**src/rtl/evt_tmr_pkg.sv**
```systemverilog
package evt_tmr_pkg;
  typedef enum logic [2:0] {
    A_CTL  = 3'd0,
    A_CNTL = 3'd1,
    A_CNTH = 3'd2,
    A_CMPL = 3'd3,
    A_CMPH = 3'd4,
    A_MODE = 3'd5,
    A_FLAG = 3'd6,
    A_EN   = 3'd7
  } reg_addr_e;

  localparam logic [3:0] MODE_SEV = 4'b1011;

  // control bit positions
  localparam int unsigned C_RUN  = 0;
  localparam int unsigned C_SRC  = 1;
  localparam int unsigned C_NSYN = 2;
  localparam int unsigned C_OSC  = 3;
  localparam int unsigned C_PS   = 4;
endpackage

```
**src/rtl/evt_sync.sv**
```systemverilog
module evt_sync #(
  parameter int unsigned STAGES = 2
) (
  input  logic clk_i,
  input  logic rst_ni,
  input  logic async_i,
  output logic rise_o
);
  logic [STAGES:0] sh_q;

  always_ff @(posedge clk_i or negedge rst_ni) begin
    if (!rst_ni) sh_q <= '0;
    else         sh_q <= {sh_q[STAGES-1:0], async_i};
  end

  assign rise_o = sh_q[STAGES-1] & ~sh_q[STAGES];

  a_r6_single_rise: assert property (@(posedge clk_i) disable iff (!rst_ni)
    rise_o |=> !rise_o);
endmodule

```
**src/rtl/evt_prescale.sv**
```systemverilog
module evt_prescale #(
  parameter int unsigned SEL_W = 2
) (
  input  logic             clk_i,
  input  logic             rst_ni,
  input  logic             event_i,
  input  logic             clr_i,
  input  logic [SEL_W-1:0] sel_i,
  output logic             step_o
);
  localparam int unsigned PW = (2 ** SEL_W) - 1;

  logic [PW-1:0] pre_q;
  logic [PW-1:0] mask;

  assign mask   = ~({PW{1'b1}} << sel_i);
  assign step_o = event_i && ((pre_q | ~mask) == {PW{1'b1}});

  always_ff @(posedge clk_i or negedge rst_ni) begin
    if (!rst_ni)      pre_q <= '0;
    else if (clr_i)   pre_q <= '0;
    else if (event_i) pre_q <= step_o ? '0 : pre_q + 1'b1;
  end

  a_r7_clear_progress: assert property (@(posedge clk_i) disable iff (!rst_ni)
    clr_i |=> (pre_q == '0));
endmodule

```
**src/rtl/evt_count.sv**
```systemverilog
module evt_count #(
  parameter int unsigned DATA_W = 8,
  localparam int unsigned CW    = 2 * DATA_W
) (
  input  logic              clk_i,
  input  logic              rst_ni,
  input  logic              step_i,
  input  logic              wr_lo_i,
  input  logic              wr_hi_i,
  input  logic [DATA_W-1:0] wdata_i,
  input  logic [CW-1:0]     cmp_i,
  input  logic              sev_en_i,
  output logic [CW-1:0]     cnt_o,
  output logic              ovf_o,
  output logic              sev_o
);
  logic [CW-1:0] cnt_q;
  logic          sev_q;
  logic          wr;
  logic          hit;

  assign wr    = wr_lo_i | wr_hi_i;
  assign hit   = sev_en_i && step_i && (cnt_q == cmp_i);
  assign ovf_o = step_i && !wr && !hit && (&cnt_q);

  always_ff @(posedge clk_i or negedge rst_ni) begin
    if (!rst_ni) begin
      cnt_q <= '0;
      sev_q <= 1'b0;
    end else if (wr) begin
      if (wr_lo_i) cnt_q[DATA_W-1:0]  <= wdata_i;
      if (wr_hi_i) cnt_q[CW-1:DATA_W] <= wdata_i;
      sev_q <= 1'b0;
    end else if (hit) begin
      cnt_q <= '0;
      sev_q <= 1'b1;
    end else begin
      sev_q <= 1'b0;
      if (step_i) cnt_q <= cnt_q + 1'b1;
    end
  end

  assign cnt_o = cnt_q;
  assign sev_o = sev_q;

  a_r2_wrap: assert property (@(posedge clk_i) disable iff (!rst_ni)
    (step_i && !wr && !sev_en_i && (&cnt_q)) |=> (cnt_q == '0));
  a_r8_sev_zero: assert property (@(posedge clk_i) disable iff (!rst_ni)
    sev_q |-> (cnt_q == '0));
  a_r10_write_wins: assert property (@(posedge clk_i) disable iff (!rst_ni)
    wr_lo_i |=> (cnt_q[DATA_W-1:0] == $past(wdata_i)) && !sev_q);
endmodule

```
**src/rtl/evt_timer16.sv**
```systemverilog
module evt_timer16
  import evt_tmr_pkg::*;
#(
  parameter int unsigned DATA_W      = 8,
  parameter int unsigned SYNC_STAGES = 2,
  parameter int unsigned PS_W        = 2
) (
  input  logic              clk_i,
  input  logic              rst_ni,
  input  logic              tick_i,
  input  logic              ext_clk_i,
  input  logic              we_i,
  input  logic [2:0]        addr_i,
  input  logic [DATA_W-1:0] wdata_i,
  output logic [DATA_W-1:0] rdata_o,
  output logic              irq_o,
  output logic              conv_start_o
);
  localparam int unsigned CW    = 2 * DATA_W;
  localparam int unsigned CTL_W = C_PS + PS_W;
  localparam int unsigned MW    = 4;

  logic [CTL_W-1:0] ctl_q;
  logic [CW-1:0]    cmp_q;
  logic [MW-1:0]    mode_q;
  logic             flag_q;
  logic             en_q;

  logic ext_rise, cnt_event, step, ovf, sev, sev_en;
  logic wr_lo, wr_hi, flag_wr;
  logic [CW-1:0] cnt;
  reg_addr_e addr;

  assign addr    = reg_addr_e'(addr_i);
  assign wr_lo   = we_i && (addr == A_CNTL);
  assign wr_hi   = we_i && (addr == A_CNTH);
  assign flag_wr = we_i && (addr == A_FLAG);

  assign cnt_event = ctl_q[C_RUN] && (ctl_q[C_SRC] ? ext_rise : tick_i);
  assign sev_en    = (mode_q == MODE_SEV) && !(ctl_q[C_SRC] && ctl_q[C_NSYN]);

  evt_sync #(.STAGES(SYNC_STAGES)) u_sync (
    .clk_i, .rst_ni, .async_i(ext_clk_i), .rise_o(ext_rise)
  );

  evt_prescale #(.SEL_W(PS_W)) u_pre (
    .clk_i, .rst_ni, .event_i(cnt_event), .clr_i(wr_lo | wr_hi),
    .sel_i(ctl_q[C_PS +: PS_W]), .step_o(step)
  );

  evt_count #(.DATA_W(DATA_W)) u_cnt (
    .clk_i, .rst_ni, .step_i(step), .wr_lo_i(wr_lo), .wr_hi_i(wr_hi),
    .wdata_i, .cmp_i(cmp_q), .sev_en_i(sev_en),
    .cnt_o(cnt), .ovf_o(ovf), .sev_o(sev)
  );

  always_ff @(posedge clk_i or negedge rst_ni) begin
    if (!rst_ni) begin
      ctl_q  <= '0;
      cmp_q  <= '0;
      mode_q <= '0;
      en_q   <= 1'b0;
    end else if (we_i) begin
      unique case (addr)
        A_CTL:  ctl_q               <= wdata_i[CTL_W-1:0];
        A_CMPL: cmp_q[DATA_W-1:0]   <= wdata_i;
        A_CMPH: cmp_q[CW-1:DATA_W]  <= wdata_i;
        A_MODE: mode_q              <= wdata_i[MW-1:0];
        A_EN:   en_q                <= wdata_i[0];
        default: ;
      endcase
    end
  end

  // overflow set beats a software clear on the same edge
  always_ff @(posedge clk_i or negedge rst_ni) begin
    if (!rst_ni)      flag_q <= 1'b0;
    else if (flag_wr) flag_q <= wdata_i[0] | ovf;
    else if (ovf)     flag_q <= 1'b1;
  end

  always_comb begin
    unique case (addr)
      A_CTL:   rdata_o = DATA_W'(ctl_q);
      A_CNTL:  rdata_o = cnt[DATA_W-1:0];
      A_CNTH:  rdata_o = cnt[CW-1:DATA_W];
      A_CMPL:  rdata_o = cmp_q[DATA_W-1:0];
      A_CMPH:  rdata_o = cmp_q[CW-1:DATA_W];
      A_MODE:  rdata_o = DATA_W'(mode_q);
      A_FLAG:  rdata_o = DATA_W'(flag_q);
      default: rdata_o = DATA_W'(en_q);
    endcase
  end

  assign irq_o        = flag_q & en_q;
  assign conv_start_o = sev;

  a_r3_ovf_sets_flag: assert property (@(posedge clk_i) disable iff (!rst_ni)
    ovf |=> flag_q);
  a_r4_flag_sticky: assert property (@(posedge clk_i) disable iff (!rst_ni)
    (flag_q && !flag_wr) |=> flag_q);
  a_r5_hold_off: assert property (@(posedge clk_i) disable iff (!rst_ni)
    (!ctl_q[C_RUN] && !wr_lo && !wr_hi) |=> (cnt == $past(cnt)));
  a_r9_sev_no_flag: assert property (@(posedge clk_i) disable iff (!rst_ni)
    (sev && !$past(flag_wr)) |-> (flag_q == $past(flag_q)));
  a_r11_sev_gate: assert property (@(posedge clk_i) disable iff (!rst_ni)
    sev |-> !($past(ctl_q[C_SRC]) && $past(ctl_q[C_NSYN])));
endmodule

```
**config.mk**
```make
export PLATFORM = sky130hd
export DESIGN_NAME = evt_timer16
export DESIGN_NICKNAME = d
export VERILOG_FILES = /design/src/rtl/evt_tmr_pkg.sv /design/src/rtl/evt_sync.sv /design/src/rtl/evt_prescale.sv /design/src/rtl/evt_count.sv /design/src/rtl/evt_timer16.sv
export SDC_FILE = /design/constraint.sdc
export NUM_CORES = 1
export LEC_CHECK = 0
export BUFFER_PORTS_ARGS = -buffer_cell sky130_fd_sc_hd__buf_2
export CELL_PAD_IN_SITES_DETAIL_PLACEMENT = 1
export CELL_PAD_IN_SITES_GLOBAL_PLACEMENT = 2
export CORE_AREA = 2 2 92 94
export CTS_BUF_LIST = sky130_fd_sc_hd__clkbuf_4
export DETAILED_ROUTE_END_ITERATION = 12
export DIE_AREA = 0 0 94 96
export GPL_TIMING_DRIVEN = 0
export PLACE_DENSITY = 0.83
export SLEW_MARGIN = 20
export SYNTH_ARGS = -nofsm -noshare
export SYNTH_HDL_FRONTEND = slang
export SYNTH_SLANG_ARGS = --single-unit
```
**constraint.sdc**
```tcl
create_clock -name clk_i -period 2.4 [get_ports clk_i]
set_input_delay 0.48 -clock clk_i [delete_from_list [all_inputs] [get_ports clk_i]]
set_output_delay 0.48 -clock clk_i [all_outputs]
set_load 0.02 [all_outputs]
```
==> impl_metrics.tcl, run 1 <==
set metrics [dict create \
    status "finished, final reports clean" \
    clock_sinks 51 \
    final_core_util_pct 43.5 \
    io_pins 26 \
    crit_arrival_ns 2.61 \
    syn-num-nets 326 \
    synth_cell_types 51 \
    grt_pass1_wl_um 14600 \
    synthesis.area_sq_um 3110 \
    end_kind "flip-flop" \
    synth_edf_count 0 \
    p_sw_share_pct 39.7 \
    reg2reg_to "u_cnt.cnt_o[10]" \
    dr.pass1.iters 4 \
    initial_core_util_pct 38.6 \
    seq_power_share_pct 44.1 \
    synth.area.top_cells "dfrtp_1, mux2_2, mux2i_1" \
    htreeDepth 2 \
    drt-vias-per-instance 5.69 \
    path_class "reg2reg" \
    final.min_clock_period_ns 2.33 \
    vias 2538 \
    io_buffers 24 \
    drt_wl_total_um 8960 \
    cts_inserted_buffers 5 \
    core_sq_um 8050 \
    setup_viol 0 \
    required_ns 2.68 \
    die_w_um 94 \
    drive_above_1_share_pct 28.4 \
    ctsHoldBuffers 0 \
    yosysTopAreaCellShare_pct 41.1 \
    clkTransAtPathRegs_ns 0.17 \
    grt_pass1_vias 2631 \
    dp_hpwl_um 6680 \
    finalHoldViolCount 0 \
    grt_usage_pct 21.2 \
    critPathCapture "u_cnt.cnt_o[10]" \
    first_iter_violations 208 \
    yosysWarnings 0 \
    powerDensity_nw_per_um2 867 \
    p_sw_w 0.00120 \
    yosysTopAreaCell "dfrtp_1" \
    num_antenna_cells 0 \
    period_share_pct 97.3 \
    drcViolationCount 0 \
    place.gp.congestion 0.785 \
    max_slew_margin_pct 55.4 \
    synth_seq_cells 51 \
    async_reset_ff_share_pct 100 \
    yosysSeqAreaShare_pct 41.1 \
    tightestPinTransition_ns 0.670 \
    overflow 0 \
    r2r-start "u_cnt.cnt_o[12]" \
    root_buffer "clkbuf_4" \
    holdWs_ns 0.107 \
    grt_max_degree 52 \
    rows 33 \
    fin_nets 358 \
    antenna_left 0 \
    wire_per_inst_um 20.1 \
    cts_tree "built" \
    yosysMostFrequentCell "dfrtp_1" \
    place_ws_ns -0.556 \
    fmaxAchievable_mhz 428 \
    ys.flop_type "dfrtp_1" \
    die-area_sq_um 9020 \
    area_delta_synth_final_pct 12.6 \
    p_int_w 0.00183 \
    power.leakage_nw 1.50 \
    crit_start "u_cnt.cnt_o[12]" \
    comb_power_share_pct 38.6 \
    p_clk_share_pct 17.4 \
    die_h_um 96 \
    r2r_cells 8 \
    clk_latency_ns 0.39 \
    drv_slew 0 \
    syn_inst 308 \
    crit_path_max_fanout 10 \
    clock_skew_ns 0.0128 \
    reg2reg_slack_ns 0.07 \
    avgSynthCellArea_sq_um 10.1 \
    vdd_drop_max_mv 0.411 \
    antenna_found_initial 0 \
    netlist_top_cells_count "dfrtp_1, mux2_2, nand3_1, nor2_1, xnor2_1" \
    worstHoldPathType "in2async" \
    clk_path_buf_depth 2 \
    cp-start-kind "flip-flop" \
    maxCapViolCount 0 \
    worst_slack_ns 0.0653 \
]
timing repair:
item,in CTS,in global routing
pin swaps,0,1
buffers inserted,0,1
endpoints found under the setup margin,18,16
resized for setup,7,8
sequential cells by signal, summed over array words and instances, names as in the netlist:
name	flops
cmp_q	16
u_cnt.sev_o	1
u_pre.pre_q	3
ctl_q	6
u_sync.sh_q	3
mode_q	4
flag_q	1
en_q	1
u_cnt.cnt_o	16
kinds of logic after synthesis:
| family | synth area share [%] |
|---|---|
| multiplexers | 16.8 |
| XOR/XNOR | 4.51 |
| AO/OA/AOI/OAI | 14.1 |
| buffers and inverters | 4.35 |
| flip-flops | 41.1 |
| AND/OR/NAND/NOR | 18.4 |
| adder cells (fa/ha/maj) | 0.805 |
metal layers:
metal / vias to the layer above / wire, um / global-route usage (%)
met1: 1285 / 4260 / 30.1
met2: 38 / 4370 / 34.9
met5: - / 0 / 0
li1: 1209 / - / -
met3: 6 / 252 / 2.58
met4: 0 / 86 / 4.47
cells in the final DEF, fill, tap and decap left out, types with 2 or more instances in the layout:
cell	Yosys	final
nand4_1	11	11
o221ai_1	3	3
clkbuf_1	5	2
or2_2	2	2
mux2i_1	14	14
nand3_1	23	23
nor4_1	2	2
o21ai_1	2	2
o22ai_1	11	10
a21oi_1	15	15
inv_1	10	10
nor2b_1	6	5
dfrtp_1	51	50
nor2_1	18	18
nand2b_1	2	2
xnor2_1	16	16
a22oi_1	9	9
clkbuf_4	0	6
buf_4	0	3
buf_2	9	33
ha_1	2	2
nand2_1	10	10
clkbuf_2	0	3
a21boi_2	2	2
buf_6	2	2
o21ai_0	6	6
and2_1	8	8
or4_1	6	6
mux2_2	31	31
and3_1	6	6
metrics by stage:
step / total power [W] / cells / cell area, sq um / TNS [ns]
2_1_floorplan: 0.00214 / 308 / 3110 / 0
3_3_place_gp: 0.00246 / 437 / 3360 / -2.66
3_5_place_dp: 0.00250 / 437 / 3360 / -3.11
4_1_cts: 0.00305 / 445 / 3470 / 0
5_1_grt: 0.00325 / 446 / 3500 / -0.423
6_report: 0.00303 / 446 / 3500 / 0
cell type report:
type | count | area [sq um]
inverter | 10 | 37.5
fill | 942 | 4550
timing repair buffer | 25 | 130
clock inverter | 3 | 46.3
multi-input combinational | 228 | 1730
tap | 105 | 131
buffer | 19 | 110
sequential | 51 | 1280
clock buffer | 5 | 37.5
power by group through the flow:
stage / Combinational, W / Clock [W] / Sequential, W
2_1_floorplan: 0.000881 / 0 / 0.00126
3_3_place_gp: 0.00111 / 0 / 0.00134
3_5_place_dp: 0.00115 / 0 / 0.00135
4_1_cts: 0.00117 / 0.000546 / 0.00134
5_1_grt: 0.00131 / 0.000573 / 0.00137
6_report: 0.00117 / 0.000527 / 0.00134
worst min path at each step:
stage | startpoint | slack [ns] | depth (start not counted) | end
global route | rst_ni | 0.14 | 1 | cmp_q[9]
global placement | u_sync.sh_q[0] | 0.34 | 0 | u_sync.sh_q[1]
floorplan | rst_ni | 0.18 | 0 | cmp_q[0]
detailed placement | u_sync.sh_q[0] | 0.34 | 0 | u_sync.sh_q[1]
CTS | rst_ni | 0.13 | 1 | u_sync.sh_q[1]
finish | rst_ni | 0.11 | 1 | u_sync.sh_q[1]
critical path: stages, from the launching register on:
cell	delay (ns)
dfrtp_1	0.50
xnor2_1	0.23
nand4_1	0.23
nor4_4	0.31
buf_4	0.18
a41oi_4	0.23
buf_2	0.29
a21oi_1	0.15
o22ai_1	0.10
Power figures use the tool's default switching activity.
==> run 2: changes to the inputs <==
--- a/config.mk
+++ b/config.mk
@@ -14,6 +14,7 @@
 export DIE_AREA = 0 0 94 96
 export GPL_TIMING_DRIVEN = 0
 export PLACE_DENSITY = 0.83
+export SETUP_SLACK_MARGIN = 0.1
 export SLEW_MARGIN = 20
 export SYNTH_ARGS = -nofsm -noshare
 export SYNTH_HDL_FRONTEND = slang
==> impl_metrics.tcl, run 2 (synthesized netlist as in run 1, its figures left out) <==
set metrics [dict create \
    end_kind "flip-flop" \
    power.leakage_nw 1.55 \
    rsz0062_at_grt "true" \
    cts_tree "built" \
    die-area_sq_um 9020 \
    first_iter_violations 124 \
    reg2reg_to "u_cnt.cnt_o[2]" \
    worstHoldPathType "in2async" \
    fin_nets 363 \
    vias 2632 \
    period_share_pct 93.7 \
    place.gp.congestion 0.792 \
    seq_area_sq_um 1280 \
    placedCellCount 437 \
    area_delta_synth_final_pct 16.6 \
    grt_pass1_wl_um 14700 \
    layout_common_cells "dfrtp_1, mux2_2, buf_2" \
    initial_core_util_pct 38.6 \
    drt_wl_total_um 9240 \
    clk_latency_ns 0.40 \
    cp-start-kind "flip-flop" \
    vdd_drop_max_mv 0.352 \
    status "finished, final reports clean" \
    io_pins 26 \
    final.min_clock_period_ns 2.25 \
    wire_per_inst_um 20.5 \
    crit_path_max_fanout 10 \
    die_h_um 96 \
    grt_pass1_vias 2727 \
    crit_arrival_ns 2.53 \
    finalHoldViolCount 0 \
    r2r-start "u_cnt.cnt_o[15]" \
    num-fill-cells 928 \
    required_ns 2.69 \
    antenna_left 0 \
    htreeDepth 2 \
    clock_skew_ns 0.0157 \
    drt-vias-per-instance 5.84 \
    die_w_um 94 \
    multi_input_area_sq_um 1760 \
    final_common_cell "dfrtp_1" \
    maxCapViolCount 0 \
    cts_inserted_buffers 5 \
    reg2reg_slack_ns 0.15 \
    setup_tns_ns 0 \
    dr.pass1.iters 4 \
    root_buffer "clkbuf_4" \
    io_buffers 24 \
    clkTransAtPathRegs_ns 0.16 \
    powerDensity_nw_per_um2 887 \
    ctsHoldBuffers 0 \
    r2r_cells 8 \
    grt_usage_pct 21.5 \
    dp_hpwl_um 6820 \
    drive_above_1_share_pct 30.6 \
    antenna_found_initial 0 \
    clk_path_buf_depth 2 \
    max_slew_margin_pct 33.2 \
    overflow 0 \
    drcViolationCount 0 \
    drv_slew 0 \
    grt_max_degree 52 \
    fmaxAchievable_mhz 445 \
    layout.cells.non_filler 451 \
    path_class "reg2reg" \
    setup_viol 0 \
    tightestPinTransition_ns 0.995 \
    clock_sinks 51 \
    core_sq_um 8050 \
    rows 33 \
    num_antenna_cells 0 \
]
[run 2: changes by cell type in the layout (fill, tap and decap cells not counted), moves of 2 or more]
cell | previous run | this run
buf_2 | 33 | 28
buf_4 | 3 | 11
clkbuf_4 | 6 | 8
clkbuf_2 | 3 | 1
[run 2: what timing repair did]
action | CTS | global route
buffers inserted | 0 | 6
resized for setup | 10 | 25
pin swaps | 1 | 5
setup endpoints to repair | 23 | 18
hold endpoints to repair | 0 | 0
[run 2: cell type report]
type | count | area share (%)
repair buffers | 30 | 4.77
clock buffers | 5 | 1.04
plain buffers | 19 | 3.69
inverters | 10 | 1.04
flip-flops and latches | 51 | 35.3
clock inverters | 3 | 1.86
well taps | 105 | 3.63
multi-input cells | 228 | 48.7
[run 2: worst max-delay path by stage]
stage | slack [ns] | end | start | cells after the start
after floorplan | 0.19 | rdata_o[0] | addr_i[0] | 6
after global placement | -0.24 | rdata_o[0] | addr_i[0] | 8
after detailed placement | -0.32 | rdata_o[1] | addr_i[2] | 7
after CTS | 0.07 | rdata_o[1] | addr_i[2] | 8
after global routing | 0.06 | rdata_o[1] | addr_i[2] | 8
final | 0.15 | u_cnt.cnt_o[2] | u_cnt.cnt_o[15] | 8
[run 2: power by group]
| group | switching [W] | internal, W | total, W |
|---|---|---|---|
| registers | 0.000261 | 0.00108 | 0.00134 |
| logic | 0.000673 | 0.000576 | 0.00125 |
| clock network | 0.000303 | 0.000324 | 0.000626 |
[run 2: per-layer routing]
| layer | GRT usage [%] | wire length [um] | vias up |
|---|---|---|---|
| li1 | - | - | 1211 |
| met1 | 29.4 | 4400 | 1365 |
| met2 | 36.3 | 4450 | 44 |
| met3 | 2.74 | 261 | 12 |
| met4 | 5.68 | 128 | 0 |
| met5 | 0 | 0 | - |
[run 2: worst max-delay path: stages, from the launching register on]
cell,delay [ns]
dfrtp_1,0.49
xnor2_1,0.31
nand4_1,0.21
nor4_4,0.23
buf_4,0.18
a41o_4,0.26
buf_8,0.13
nor4_1,0.05
a311o_1,0.27
[run 2: through the flow]
step | power (W) | hold WS, ns | utilization, % | cell area (sq um) | worst slack, ns
floorplan | 0.00214 | 0.184 | - | 3110 | 0.194
global placement | 0.00246 | 0.334 | 41.7 | 3360 | -0.243
detailed placement | 0.00252 | 0.348 | 41.8 | 3360 | -0.321
CTS | 0.00316 | 0.125 | 43.5 | 3500 | 0.0715
global route | 0.00341 | 0.137 | 45.0 | 3620 | 0.0567
finish | 0.00321 | 0.0978 | 45.0 | 3620 | 0.151
==> run 3: changes to the inputs <==
--- a/config.mk
+++ b/config.mk
@@ -5,17 +5,19 @@
 export SDC_FILE = /design/constraint.sdc
 export NUM_CORES = 1
 export LEC_CHECK = 0
+export ABC_CLOCK_PERIOD_IN_PS = 2400
 export BUFFER_PORTS_ARGS = -buffer_cell sky130_fd_sc_hd__buf_2
 export CELL_PAD_IN_SITES_DETAIL_PLACEMENT = 1
 export CELL_PAD_IN_SITES_GLOBAL_PLACEMENT = 2
-export CORE_AREA = 2 2 92 94
+export CORE_AREA = 10 10 101 103
 export CTS_BUF_LIST = sky130_fd_sc_hd__clkbuf_4
 export DETAILED_ROUTE_END_ITERATION = 12
-export DIE_AREA = 0 0 94 96
+export DIE_AREA = 0 0 111 113
 export GPL_TIMING_DRIVEN = 0
 export PLACE_DENSITY = 0.83
 export SETUP_SLACK_MARGIN = 0.1
 export SLEW_MARGIN = 20
 export SYNTH_ARGS = -nofsm -noshare
 export SYNTH_HDL_FRONTEND = slang
+export SYNTH_HIERARCHICAL = 1
 export SYNTH_SLANG_ARGS = --single-unit
==> impl_metrics.tcl, run 3 <==
set metrics [dict create \
    cp-start-kind "input pin" \
    end_kind "flip-flop" \
    dr.pass1.iters 4 \
    yosysTopAreaCell "dfrtp_1" \
    ctsHoldBuffers 0 \
    path_buf_inv 6 \
    synth.area.top_cells "dfrtp_1, mux2_2, xor2_1" \
    final.min_clock_period_ns 2.24 \
    clock_sinks 51 \
    yosysSeqAreaShare_pct 39.7 \
    path_class "in2reg" \
    grt_usage_pct 14.8 \
    slowest_delay_ns 0.32 \
    setup_tns_ns 0 \
    core_sq_um 8130 \
    r2r_cells 7 \
    die-area_sq_um 12500 \
    htreeDepth 2 \
    crit_start "addr_i[2]" \
    status "finished, final reports clean" \
    slowest_stage "nor3b_1" \
    vdd_drop_max_mv 0.291 \
    final_common_cell "dfrtp_1" \
    syn_inst 317 \
    yosysMostFrequentCell "dfrtp_1" \
    place_ws_ns -0.788 \
    max_slew_margin_pct 55.2 \
    clk_path_buf_depth 2 \
    setup_viol 0 \
    grt_max_degree 52 \
    grt_pass1_wl_um 15300 \
    netlist_top_cells_count "dfrtp_1, nand2_1, mux2_2, nor2_1, xor2_1" \
    place.gp.congestion 0.859 \
    synth_edf_count 0 \
    synth_simple_gate_area_share_pct 22.0 \
    io_pins 26 \
    r2r-start "u_cnt/cnt_o[0]" \
    drcViolationCount 0 \
    drt-vias-per-instance 5.70 \
    clkTransAtPathRegs_ns 0.16 \
    io_buffers 24 \
    crit_cells 10 \
    antenna_found_initial 0 \
    yosysTopAreaCellShare_pct 39.7 \
    drt_wl_total_um 9180 \
    synthesis.area_sq_um 3220 \
    crit_top_cell "buf_2" \
    synth_top_family_by_area "simple AND/OR/NAND/NOR gates" \
    vias 2597 \
    worstPathCellList "buf_2 -> buf_2 -> clkbuf_4 -> nor3b_1 -> clkbuf_2 -> clkbuf_2 -> buf_2 -> nor2_1 -> a21oi_1 -> o21ai_0" \
    synthXorXnorAreaFrac_pct 6.53 \
    crit_arrival_ns 2.50 \
    worstHoldPathType "in2async" \
    period_share_pct 93.1 \
    synth_compound_area_share_pct 11.4 \
    layout.cells.non_filler 456 \
    cts_tree "built" \
    wire_per_inst_um 20.1 \
    async_reset_ff_share_pct 100 \
    layout_common_cells "dfrtp_1, buf_2, nand2_1" \
    yosysWarnings 6 \
    die_w_um 111 \
    worst_slack_ns 0.164 \
    first_iter_violations 103 \
    required_ns 2.66 \
    avgSynthCellArea_sq_um 10.2 \
    finalHoldViolCount 0 \
    root_buffer "clkbuf_4" \
    final_core_util_pct 44.2 \
    die_h_um 113 \
    drv_slew 0 \
    rsz0062_at_grt "true" \
    area_delta_synth_final_pct 11.7 \
    overflow 0 \
    synth_cell_types 61 \
    num_antenna_cells 0 \
    seq_area_sq_um 1280 \
    multi_input_area_sq_um 1860 \
    clk_latency_ns 0.38 \
    power.leakage_nw 1.53 \
    antenna_left 0 \
    maxCapViolCount 0 \
    initial_core_util_pct 39.6 \
    crit_path_max_fanout 10 \
    rows 33 \
    synth_fa_ha_area_share_pct 0.778 \
    fmaxAchievable_mhz 447 \
    synth_seq_cells 51 \
    clock_skew_ns 0.0209 \
    tightestPinTransition_ns 0.671 \
    dp_hpwl_um 6960 \
    grt_pass1_vias 2765 \
    cts_inserted_buffers 5 \
    crit_family "buffers and inverters" \
    syn-num-nets 335 \
    powerDensity_nw_per_um2 737 \
    drive_above_1_share_pct 29.3 \
    placedCellCount 446 \
    fin_nets 368 \
    synthMuxAreaShare_pct 15.9 \
    num-fill-cells 935 \
    ys.flop_type "dfrtp_1" \
]
[run 3: final timing paths]
check                                  end  slack (ns)
setup / recovery           u_cnt/cnt_o[11]        0.16
hold / removal              u_pre/pre_q[1]        0.10
max in group asynchronous   u_cnt/cnt_o[6]        1.83
hold reg to reg             u_sync/sh_q[1]        0.37
min in group clk_i          u_sync/sh_q[0]        0.21
setup reg to reg                    flag_q        0.22
[run 3: worst register-to-register path, stage by stage (launching register included)]
cell      delay (ns)
dfrtp_1         0.52
ha_1            0.27
nand4_1         0.19
nor3_1          0.48
nand3_1         0.21
nor3_2          0.24
inv_1           0.07
o311ai_0        0.09
[run 3: layer usage]
layer  global-route usage, %  routed length (um)  vias up
met4                    4.08                 131        0
met2                    24.0                4330       43
met5                       0                   0        -
met1                    19.7                4420     1325
met3                    2.80                 302        9
li1                        -                   -     1220
[run 3: cell families (layout without fill, tap and decap cells)]
logic type                 Yosys count  count (layout)
and+or+nand+nor                    121             121
buffers and inverters               26              60
AOI/OAI and AO/OA                   52              52
xor gates and xnor gates            24              24
adders and majority gates            2               2
DFF                                 51              51
muxes                               41              41
[run 3: area by class of cell]
cell class / instances / share of cell area [%]
clock inverters: 2 / 0.209
multi-input cells: 240 / 51.9
well taps: 105 / 3.65
inverters: 11 / 1.15
clock buffers: 6 / 1.25
plain buffers: 15 / 2.54
flip-flops and latches: 51 / 35.5
repair buffers: 26 / 3.83
[run 3: what timing repair did]
| action | 4_1_cts | 5_1_grt |
|---|---|---|
| resized for setup | 9 | 14 |
| setup buffers | 1 | 1 |
| endpoints found under the setup margin | 18 | 20 |
| pin swaps | 0 | 1 |
[run 3: power by group]
group	total (W)	switching [W]	internal, W
logic	0.000904	0.000460	0.000443
clock network	0.000398	0.000278	0.000121
registers	0.00135	0.000288	0.00106
total	0.00265	0.00103	0.00162
[run 3: metrics by stage]
step	area (sq um)	hold slack [ns]	total power (W)
after CTS	3560	0.129	0.00266
after floorplan	3220	0.184	0.00194
after global routing	3590	0.143	0.00285
after detailed placement	3470	0.346	0.00225
final	3590	0.103	0.00265
after global placement	3470	0.343	0.00222
